--- src/rtl/dpa_pkg.sv ---
package dpa_pkg;

   typedef enum logic [1:0] {
      OWN_NONE  = 2'd0,
      OWN_LEFT  = 2'd1,
      OWN_RIGHT = 2'd2
   } owner_e;

   localparam int NUM_PORTS = 2;
   localparam int PORT_L    = 0;
   localparam int PORT_R    = 1;

endpackage

--- src/rtl/dpa_hit_detect.sv ---
module dpa_hit_detect #(
   parameter int ADDR_W = 13
) (
   input  logic              clk,
   input  logic              rst_n,
   input  logic              l_en,
   input  logic [ADDR_W-1:0] l_addr,
   input  logic              r_en,
   input  logic [ADDR_W-1:0] r_addr,
   output logic              hit,
   output logic              l_held,
   output logic              r_held
);

   if (ADDR_W < 1) begin : g_bad_width
      $error("dpa_hit_detect: ADDR_W must be at least 1");
   end

   logic              l_en_q;
   logic              r_en_q;
   logic [ADDR_W-1:0] l_addr_q;
   logic [ADDR_W-1:0] r_addr_q;

   always_ff @(posedge clk or negedge rst_n) begin
      if (!rst_n) begin
         l_en_q   <= 1'b0;
         r_en_q   <= 1'b0;
         l_addr_q <= '0;
         r_addr_q <= '0;
      end else begin
         l_en_q   <= l_en;
         r_en_q   <= r_en;
         l_addr_q <= l_addr;
         r_addr_q <= r_addr;
      end
   end

   always_comb begin
      hit    = l_en && r_en && (l_addr == r_addr);
      l_held = l_en && l_en_q && (l_addr == l_addr_q);
      r_held = r_en && r_en_q && (r_addr == r_addr_q);
   end

endmodule

--- src/rtl/dpa_owner_fsm.sv ---
module dpa_owner_fsm
   import dpa_pkg::*;
#(
   parameter bit TIE_TO_LEFT = 1'b1
) (
   input  logic clk,
   input  logic rst_n,
   input  logic master,
   input  logic hit,
   input  logic l_held,
   input  logic r_held,
   output logic busy_l,
   output logic busy_r
);

   owner_e owner_q;
   owner_e cur;
   owner_e tie_owner;

   if (TIE_TO_LEFT) begin : g_tie_left
      assign tie_owner = OWN_LEFT;
   end else begin : g_tie_right
      assign tie_owner = OWN_RIGHT;
   end

   always_comb begin
      if (!master || !hit) begin
         cur = OWN_NONE;
      end else if (owner_q == OWN_LEFT && l_held) begin
         cur = OWN_LEFT;
      end else if (owner_q == OWN_RIGHT && r_held) begin
         cur = OWN_RIGHT;
      end else if (l_held && !r_held) begin
         cur = OWN_LEFT;
      end else if (r_held && !l_held) begin
         cur = OWN_RIGHT;
      end else begin
         cur = tie_owner;
      end
   end

   always_comb begin
      busy_l = (cur == OWN_RIGHT) || (master && !hit && owner_q == OWN_RIGHT);
      busy_r = (cur == OWN_LEFT)  || (master && !hit && owner_q == OWN_LEFT);
   end

   always_ff @(posedge clk or negedge rst_n) begin
      if (!rst_n) begin
         owner_q <= OWN_NONE;
      end else begin
         owner_q <= cur;
      end
   end

   AST_BUSY_EXCLUSIVE: assert property (@(posedge clk) disable iff (!rst_n)
      !(busy_l && busy_r));

   AST_QUIET_NO_BUSY: assert property (@(posedge clk) disable iff (!rst_n)
      (!hit && !$past(hit)) |-> (!busy_l && !busy_r));

   AST_RELEASE_NEXT: assert property (@(posedge clk) disable iff (!rst_n)
      (master && !hit) |=> (hit || !master || (!busy_l && !busy_r)));

   AST_WINNER_HOLDS: assert property (@(posedge clk) disable iff (!rst_n)
      (master && hit && l_held && r_held && $past(busy_r)) |-> busy_r);

endmodule

--- src/rtl/dpa_port_gate.sv ---
module dpa_port_gate (
   input  logic master,
   input  logic en,
   input  logic wr,
   input  logic busy_int,
   input  logic busy_n_in,
   output logic busy_n_out,
   output logic busy_oe,
   output logic pin_level_n,
   output logic mem_we
);

   logic inhibit;

   always_comb begin
      busy_oe     = master;
      busy_n_out  = master ? !busy_int : 1'b1;
      pin_level_n = master ? busy_n_out : busy_n_in;
      inhibit     = master ? busy_int : !busy_n_in;
      mem_we      = en && wr && !inhibit;
   end

endmodule

--- src/rtl/dp_collision_arbiter.sv ---
module dp_collision_arbiter
   import dpa_pkg::*;
#(
   parameter int ADDR_W      = 13,
   parameter bit TIE_TO_LEFT = 1'b1
) (
   input  logic              clk,
   input  logic              rst_n,
   input  logic              master_mode,
   input  logic              l_en,
   input  logic              l_wr,
   input  logic [ADDR_W-1:0] l_addr,
   input  logic              r_en,
   input  logic              r_wr,
   input  logic [ADDR_W-1:0] r_addr,
   input  logic              l_busy_n_i,
   input  logic              r_busy_n_i,
   output logic              l_busy_n_o,
   output logic              l_busy_oe,
   output logic              r_busy_n_o,
   output logic              r_busy_oe,
   output logic              l_mem_we,
   output logic              r_mem_we,
   output logic              any_busy_n
);

   if (ADDR_W < 1 || ADDR_W > 32) begin : g_bad_addr
      $error("dp_collision_arbiter: ADDR_W out of range 1..32");
   end

   logic hit;
   logic l_held;
   logic r_held;
   logic busy_l;
   logic busy_r;

   logic [NUM_PORTS-1:0] p_en;
   logic [NUM_PORTS-1:0] p_wr;
   logic [NUM_PORTS-1:0] p_busy;
   logic [NUM_PORTS-1:0] p_bin;
   logic [NUM_PORTS-1:0] p_bout;
   logic [NUM_PORTS-1:0] p_oe;
   logic [NUM_PORTS-1:0] p_lvl;
   logic [NUM_PORTS-1:0] p_we;

   dpa_hit_detect #(
      .ADDR_W (ADDR_W)
   ) u_hit (
      .clk    (clk),
      .rst_n  (rst_n),
      .l_en   (l_en),
      .l_addr (l_addr),
      .r_en   (r_en),
      .r_addr (r_addr),
      .hit    (hit),
      .l_held (l_held),
      .r_held (r_held)
   );

   dpa_owner_fsm #(
      .TIE_TO_LEFT (TIE_TO_LEFT)
   ) u_owner (
      .clk    (clk),
      .rst_n  (rst_n),
      .master (master_mode),
      .hit    (hit),
      .l_held (l_held),
      .r_held (r_held),
      .busy_l (busy_l),
      .busy_r (busy_r)
   );

   assign p_en[PORT_L]   = l_en;
   assign p_en[PORT_R]   = r_en;
   assign p_wr[PORT_L]   = l_wr;
   assign p_wr[PORT_R]   = r_wr;
   assign p_busy[PORT_L] = busy_l;
   assign p_busy[PORT_R] = busy_r;
   assign p_bin[PORT_L]  = l_busy_n_i;
   assign p_bin[PORT_R]  = r_busy_n_i;

   for (genvar gi = 0; gi < NUM_PORTS; gi++) begin : g_port
      dpa_port_gate u_gate (
         .master      (master_mode),
         .en          (p_en[gi]),
         .wr          (p_wr[gi]),
         .busy_int    (p_busy[gi]),
         .busy_n_in   (p_bin[gi]),
         .busy_n_out  (p_bout[gi]),
         .busy_oe     (p_oe[gi]),
         .pin_level_n (p_lvl[gi]),
         .mem_we      (p_we[gi])
      );
   end

   assign l_busy_n_o = p_bout[PORT_L];
   assign r_busy_n_o = p_bout[PORT_R];
   assign l_busy_oe  = p_oe[PORT_L];
   assign r_busy_oe  = p_oe[PORT_R];
   assign l_mem_we   = p_we[PORT_L];
   assign r_mem_we   = p_we[PORT_R];
   assign any_busy_n = &p_lvl;

   AST_LEFT_LOSER_NO_WRITE: assert property (@(posedge clk) disable iff (!rst_n)
      (master_mode && !l_busy_n_o) |-> !l_mem_we);

   AST_RIGHT_LOSER_NO_WRITE: assert property (@(posedge clk) disable iff (!rst_n)
      (master_mode && !r_busy_n_o) |-> !r_mem_we);

   AST_SLAVE_RELEASES_LINES: assert property (@(posedge clk) disable iff (!rst_n)
      !master_mode |-> (!l_busy_oe && !r_busy_oe && l_busy_n_o && r_busy_n_o));

   AST_FLAG_LOW_ON_BUSY: assert property (@(posedge clk) disable iff (!rst_n)
      (master_mode && !(l_busy_n_o && r_busy_n_o)) |-> !any_busy_n);

endmodule

--- config.mk ---
export PLATFORM = sky130hd
export DESIGN_NAME = dp_collision_arbiter
export DESIGN_NICKNAME = d
export VERILOG_FILES = /design/src/rtl/dpa_pkg.sv /design/src/rtl/dpa_hit_detect.sv /design/src/rtl/dpa_owner_fsm.sv /design/src/rtl/dpa_port_gate.sv /design/src/rtl/dp_collision_arbiter.sv
export SDC_FILE = /design/constraint.sdc
export NUM_CORES = 1
export LEC_CHECK = 0
export BUFFER_PORTS_ARGS = -buffer_cell sky130_fd_sc_hd__buf_4
export CORE_ASPECT_RATIO = 1.5
export CORE_UTILIZATION = 49
export DETAILED_ROUTE_END_ITERATION = 16
export PLACE_DENSITY = 0.77
export RECOVER_POWER = 100
export SETUP_SLACK_MARGIN = 0.3
export SLEW_MARGIN = 10
export SYNTH_ARGS = -nofsm -noshare
export SYNTH_HDL_FRONTEND = slang
export SYNTH_SLANG_ARGS = --single-unit
--- constraint.sdc ---
create_clock -name clk -period 3.1 [get_ports clk]
set_clock_uncertainty 0.05 [all_clocks]
set_input_delay 0.62 -clock clk [delete_from_list [all_inputs] [get_ports clk]]
set_output_delay 0.62 -clock clk [all_outputs]
set_load 0.005 [all_outputs]
==> flow_metrics.py, run 1 <==
metrics = {
    "run_status": {
        "status": "complete, but fails checks",
        "violations": "capacitance limit, slew limit",
    },
    "timing": {
        "period_needed_ns": 3.004,
        "slew_headroom_pct": -3.097,
        "whs_ns": 0.3617,
        "setup_viol": 0,
        "max_freq_mhz": 332.9,
        "slew_viol_final": 31,
        "setup_ws_ns": 0.09579,
        "hold_viol_final": 0,
        "tightest_slew_ns": 1.546,
        "finalCritPeriodShare_pct": 96.91,
        "rsz0062_at_grt": "true",
        "tns_ns": 0,
    },
    "final_layout": {
        "fin_cells": 192,
        "drive_gt1_share_pct": 33.97,
        "fillers": 188,
        "fin_util_pct": 75.27,
        "fin_area_um2": 1886,
        "fin_nets": 192,
        "n_antenna_cell": 0,
        "area_delta_synth_final_pct": 41.10,
    },
    "global_routing": {
        "grt_max_degree": 31,
        "grt_pass1_wl_um": 4540,
        "grt_usage_pct": 23.16,
        "antenna_found_initial": 0,
        "grt_overflow": 0,
        "first_global_vias": 1046,
    },
    "routing": {
        "routedWlPerCell_um": 15.77,
        "firstDrtPassIters": 4,
        "antenna_left": 0,
        "drt_wl_total_um": 3028,
        "drc": 0,
        "viasPerCell": 5.125,
        "vias": 984,
        "drt_iter0_markers": 24,
    },
    "placed_design": {
        "dp_hpwl_um": 2133,
        "place_inst": 180,
        "gp_congestion": 0.7648,
        "numPortBuffers": 41,
        "place_area_um2": 1674,
        "pre_cts_slack_ns": -0.007833,
    },
    "logic_synthesis": {
        "async_reset_ff_share_pct": 100.0,
        "yosysTopAreaCellShare_pct": 56.18,
        "synth_commonest_cells": "39 x xnor2_1, 30 x dfrtp_1, 9 x nand4_1",
        "synth.most_common_cell": "xnor2_1",
        "synth_area_leader_cell": "dfrtp_1",
        "yosys.cell_types.count": 22,
        "synthesis.area_um2": 1336,
        "ys_ff_latch": 30,
        "synth_nets": 140,
        "synthFlopType": "dfrtp_1",
        "synth.area.top_cells": "dfrtp_1 56%, xnor2_1 26%, nand4_1 4.2%",
        "syn_inst": 105,
        "yosysWarningCount": 0,
        "synth_edf_count": 0,
        "syn_avg_cell_area_um2": 12.73,
        "synth_seq_area_share_pct": 56.18,
    },
    "clocking": {
        "insertion_delay_ns": 0.33,
        "htree_levels": 2,
        "cts.clk_slew.worst_paths_ns": 0.08,
        "cts_buffers": 5,
        "cts-root-buf": "clkbuf_4",
        "clk_path_buf_depth": 2,
        "cts_tree": "built",
        "cts.sink_count": 30,
    },
    "floorplanning": {
        "die_x_um": 44.64,
        "rows": 22,
        "die_h_um": 65.96,
        "die-area_um2": 2944,
        "initial_core_util_pct": 53.35,
        "io_pins": 42,
        "fp.coreArea_um2": 2505,
    },
    "power": {
        "switching_share_pct": 24.48,
        "vdd_drop_max_mv": 0.3563,
        "seq_power_share_pct": 53.3,
        "switching_power_mw": 0.1919,
        "total_power_mw": 0.7839,
        "p_int_mw": 0.5920,
        "clkPwrFrac_pct": 28.0,
        "p_leak_nw": 0.7774,
        "power_frac_comb_pct": 18.7,
        "power_density_nw_per_um2": 415.7,
    },
    "critical_path": {
        "cpMaxStageDelayCell": "or4_1",
        "cp_num_buf_inv": 2,
        "crit_type": "input port to primary output",
        "endpoint_kind": "primary output",
        "crit_path_start_kind": "input port",
        "crit_family": "simple AND/OR/NAND/NOR gates",
        "ff2ff_path_depth": 5,
        "crit_chain": "clkbuf_1 > xnor2_1 > nand4_1 > or4_1 > a211oi_4 > o311a_1 > buf_4",
        "arrival_ns": 2.33,
        "cp_max_fo": 3,
        "crit_path_max_incr_delay_ns": 0.56,
        "cp.required_ns": 2.43,
        "rrSetupSlack_ns": 1.23,
        "cp.depth": 7,
    },
    "hold_path": {
        "worstHoldPathType": "input port to flop",
        "holdPathStages": 1,
    },
    "flow_run": {
        "cap_violations": 1,
    },
}
## worst register-to-register path, delay by kind of cell, from the launching register on
kind | cells | cell delay, ns
AOI/OAI and AO/OA | 1 | 0.29
buffers and inverters | 1 | 0.15
and+or+nand+nor | 3 | 0.93
DFF | 1 | 0.39
## logic make-up (layout without fill, tap and decap cells)
kind of cell	count (synthesis)	count (layout)	share of synthesized area, %
buf+inv	4	55	1.685
flops	30	30	56.18
simple gates	25	25	12.92
xor+xnor	39	39	25.56
compound gates	7	7	3.652
## flip-flops by register name, summed over array words and instances, names as in the netlist
register / count
u_hit.l_addr_q: 13
u_hit.l_en_q: 1
u_hit.r_addr_q: 13
u_hit.r_en_q: 1
u_owner.owner_q: 2
## power by group through the flow
| stage | sequential, mW | combinational [mW] | clock (mW) |
|---|---|---|---|
| after floorplan | 0.424 | 0.0568 | 0 |
| after CTS | 0.418 | 0.148 | 0.230 |
| after global routing | 0.419 | 0.158 | 0.247 |
| after global placement | 0.425 | 0.124 | 0 |
| after detailed placement | 0.426 | 0.127 | 0 |
| final | 0.418 | 0.147 | 0.219 |
## repair_timing
action / CTS / global route
hold buffers: 0 / 0
pin swaps: 3 / 4
setup endpoints to repair: 5 / 5
resized for setup: 28 / 7
buffers inserted: 4 / 2
## final timing paths
check                                         from                 end
worst max-delay path                     l_addr[1]            l_mem_we
worst max register to register  u_owner.owner_q[1]  u_owner.owner_q[0]
worst min-delay path                     r_addr[4]   u_hit.r_addr_q[4]
min in group asynchronous                    rst_n  u_hit.l_addr_q[11]
max in group asynchronous                    rst_n  u_hit.l_addr_q[12]
worst min register to register        u_hit.r_en_q  u_owner.owner_q[1]
## metal layers
layer / share of wire [%] / GRT usage [%] / up-vias / wire (um)
met1: 35 / 21.92 / 481 / 1074
met4: 2.8 / 14.77 / 0 / 84
li1: - / - / 461 / -
met3: 5.5 / 8.197 / 7 / 166
met5: 0 / 0 / - / 0
met2: 56 / 40.44 / 35 / 1703
## layout by cell type, fill, tap and decap left out
| cell type | instances |
|---|---|
| and2_4 | 1 |
| nand4b_1 | 1 |
| nor4_4 | 1 |
| nand4_1 | 9 |
| nor4_1 | 1 |
| buf_4 | 16 |
| a211oi_4 | 1 |
| or4_1 | 1 |
| dfrtp_1 | 30 |
| nand3_1 | 2 |
| a22o_1 | 1 |
| clkbuf_8 | 1 |
| a22oi_1 | 1 |
| nand2_1 | 1 |
| a21oi_1 | 1 |
| nor2b_1 | 2 |
| xnor2_2 | 6 |
| or4_4 | 1 |
| xnor2_4 | 2 |
| nor2b_4 | 1 |
| clkbuf_4 | 7 |
| o311a_1 | 1 |
| nor3b_1 | 1 |
| nor2_1 | 2 |
| or4b_4 | 1 |
| buf_6 | 8 |
| clkbuf_1 | 17 |
| xnor2_1 | 31 |
| buf_8 | 4 |
| a21oi_2 | 2 |
| inv_2 | 1 |
| inv_1 | 1 |
## layout make-up
type	instances	area, um^2	area share [%]
clock buffer	6	51.30	2.721
inverter	2	7.507	0.3981
multi-input combinational	71	681.9	36.16
sequential	30	750.7	39.81
tap	36	45.04	2.389
timing repair buffer	47	349.1	18.51
Note: power is estimated with default switching activity, not from simulation.
==> run 2: changes to the inputs <==
CORE_UTILIZATION = 25   (was 49)
PLACE_DENSITY = 0.45   (was 0.77)
clock period = 3.2 ns   (was 3.1 ns; I/O delays follow)
==> flow_metrics.py, run 2 (synthesis results as in run 1) <==
metrics = {
    "clocking": {
        "cts_tree": "built",
        "clk_path_buf_depth": 2,
        "cts.clk_slew.worst_paths_ns": 0.06,
        "cts-root-buf": "clkbuf_8",
        "cts.sink_count": 30,
        "insertion_delay_ns": 0.28,
        "htree_levels": 2,
        "cts_buffers": 5,
    },
    "timing": {
        "rsz0062_at_grt": "true",
        "tns_ns": 0,
        "hold_viol_final": 0,
        "setup_viol": 0,
        "finalCritPeriodShare_pct": 95.64,
        "tightest_slew_ns": 1.659,
        "slew_viol_final": 31,
        "max_freq_mhz": 326.8,
        "period_needed_ns": 3.060,
        "slew_headroom_pct": -10.62,
    },
    "routing": {
        "routedWlPerCell_um": 13.67,
        "drt_wl_total_um": 3198,
        "wl_met3_um": 157,
        "top_layer_used": "met4",
        "viasPerCell": 4.312,
        "drc": 0,
        "wl_met2_um": 1757,
        "wl_met1_um": 1173,
        "firstDrtPassIters": 4,
        "drt_iter0_markers": 18,
        "vias": 1009,
        "antenna_left": 0,
    },
    "floorplanning": {
        "die-area_um2": 5648,
        "die_x_um": 61.70,
        "rows": 32,
        "die_h_um": 91.54,
        "initial_core_util_pct": 26.07,
        "io_pins": 42,
        "fp.coreArea_um2": 5125,
    },
    "final_layout": {
        "n_antenna_cell": 0,
        "fillers": 536,
        "layout_commonest_cell": "dfrtp_1",
        "fin_nets": 200,
        "top_regs": "u_hit.l_addr_q x13, u_hit.r_addr_q x13, u_owner.owner_q x2",
        "layout_common_cells": "30 x dfrtp_1, 26 x xnor2_1, 25 x buf_4",
        "drive_gt1_share_pct": 42.17,
        "area_delta_synth_final_pct": 56.18,
    },
    "power": {
        "seq_power_share_pct": 46.9,
        "switching_share_pct": 24.02,
        "switching_power_mw": 0.2074,
        "clkPwrFrac_pct": 35.6,
        "p_int_mw": 0.6561,
        "power_frac_comb_pct": 17.5,
        "vdd_drop_max_mv": 0.2709,
        "power_density_nw_per_um2": 413.8,
        "p_leak_nw": 0.8700,
        "total_power_mw": 0.8636,
    },
    "hold_path": {
        "hold_start": "l_addr[9]",
        "worstHoldPathType": "input port to flop",
    },
    "placed_design": {
        "gp_congestion": 0.6883,
        "dp_hpwl_um": 2400,
        "numPortBuffers": 41,
    },
    "critical_path": {
        "crit_type": "input port to primary output",
        "cp.required_ns": 2.51,
        "endpoint_kind": "primary output",
        "cp_max_fo": 3,
        "r2r-start": "u_hit.r_addr_q[11]",
        "arrival_ns": 2.37,
        "critPathLaunch": "l_addr[1]",
        "crit_path_start_kind": "input port",
    },
    "global_routing": {
        "antenna_found_initial": 0,
        "grt_overflow": 0,
        "grt_usage_pct": 13.03,
        "first_global_vias": 1128,
        "grt_pass1_wl_um": 5140,
        "grt_max_degree": 31,
    },
    "run_status": {
        "violations": "capacitance limit, slew limit",
        "status": "complete, but fails checks",
    },
    "flow_run": {
        "cap_violations": 1,
    },
}
==> run 2: cell types whose count changed in the layout (fill, tap and decap cells not counted), moves of 2 or more <==
| cell | previous run | this run |
|---|---|---|
| xnor2_1 | 31 | 26 |
| clkbuf_4 | 7 | 1 |
| buf_4 | 16 | 25 |
| clkbuf_8 | 1 | 6 |
| xnor2_4 | 2 | 4 |
| xnor2_2 | 6 | 9 |
| clkbuf_1 | 17 | 15 |
| buf_6 | 8 | 12 |
==> run 2: worst max-delay path, cell delays in order <==
cell	delay [ns]
clkbuf_1	0.22
xnor2_2	0.15
nand4_1	0.13
or4_4	0.45
or4b_4	0.52
a21oi_2	0.15
buf_4	0.12
==> run 2: repair_timing <==
| action | in CTS | in global routing |
|---|---|---|
| endpoints found under the setup margin | 5 | 6 |
| hold buffers | 0 | 0 |
| pin swaps | 3 | 8 |
| gates resized for setup | 24 | 16 |
| endpoints found under the hold margin | 0 | 0 |
| setup buffers | 11 | 1 |
==> run 2: worst paths after layout <==
check                      depth (start not counted)                  to  slack [ns]
max                                                7            r_mem_we        0.14
min                                                1   u_hit.l_addr_q[9]        0.44
max reg2reg                                       16  u_owner.owner_q[1]        0.40
min reg2reg                                        4  u_owner.owner_q[0]        0.80
max in group asynchronous                          1   u_hit.l_addr_q[1]        1.40
min in group asynchronous                          1   u_hit.r_addr_q[0]        0.73
==> run 2: metal layers <==
metal  vias to the layer above  GRT usage (%)
met5                         -              0
met3                        10          3.561
li1                        478              -
met2                        36          22.40
met4                         0          6.852
met1                       485          13.66
==> run 2: power by group through the flow <==
stage	Sequential, mW	Combinational (mW)	Clock, mW
after floorplan	0.411	0.0550	0
after global placement	0.412	0.126	0
after detailed placement	0.412	0.127	0
after CTS	0.405	0.148	0.321
after global routing	0.407	0.165	0.333
final	0.405	0.151	0.307
==> run 2: stage by stage <==
stage / cells / hold slack, ns / cell area, um^2 / utilization (%) / setup WS [ns]
6_report: 234 / 0.4370 / 2087 / 40.72 / 0.1396
5_1_grt: 234 / 0.4269 / 2087 / 40.72 / 0.06973
4_1_cts: 233 / 0.2440 / 2043 / 39.87 / 0.1642
3_5_place_dp: 214 / 0.5520 / 1729 / 33.74 / 0.06428
3_3_place_gp: 214 / 0.5436 / 1729 / 33.74 / 0.06935
2_1_floorplan: 105 / 0.2944 / 1336 / - / 0.4451
==> run 2: layout make-up <==
| type | count | area, um^2 | share of cell area [%] |
|---|---|---|---|
| clock buffer | 7 | 86.33 | 4.137 |
| tap | 68 | 85.08 | 4.077 |
| timing repair buffer | 55 | 427.9 | 20.50 |
| sequential | 30 | 750.7 | 35.97 |
| inverter | 2 | 7.507 | 0.3597 |
| clock inverter | 1 | 5.005 | 0.2398 |
| multi-input combinational | 71 | 724.4 | 34.71 |
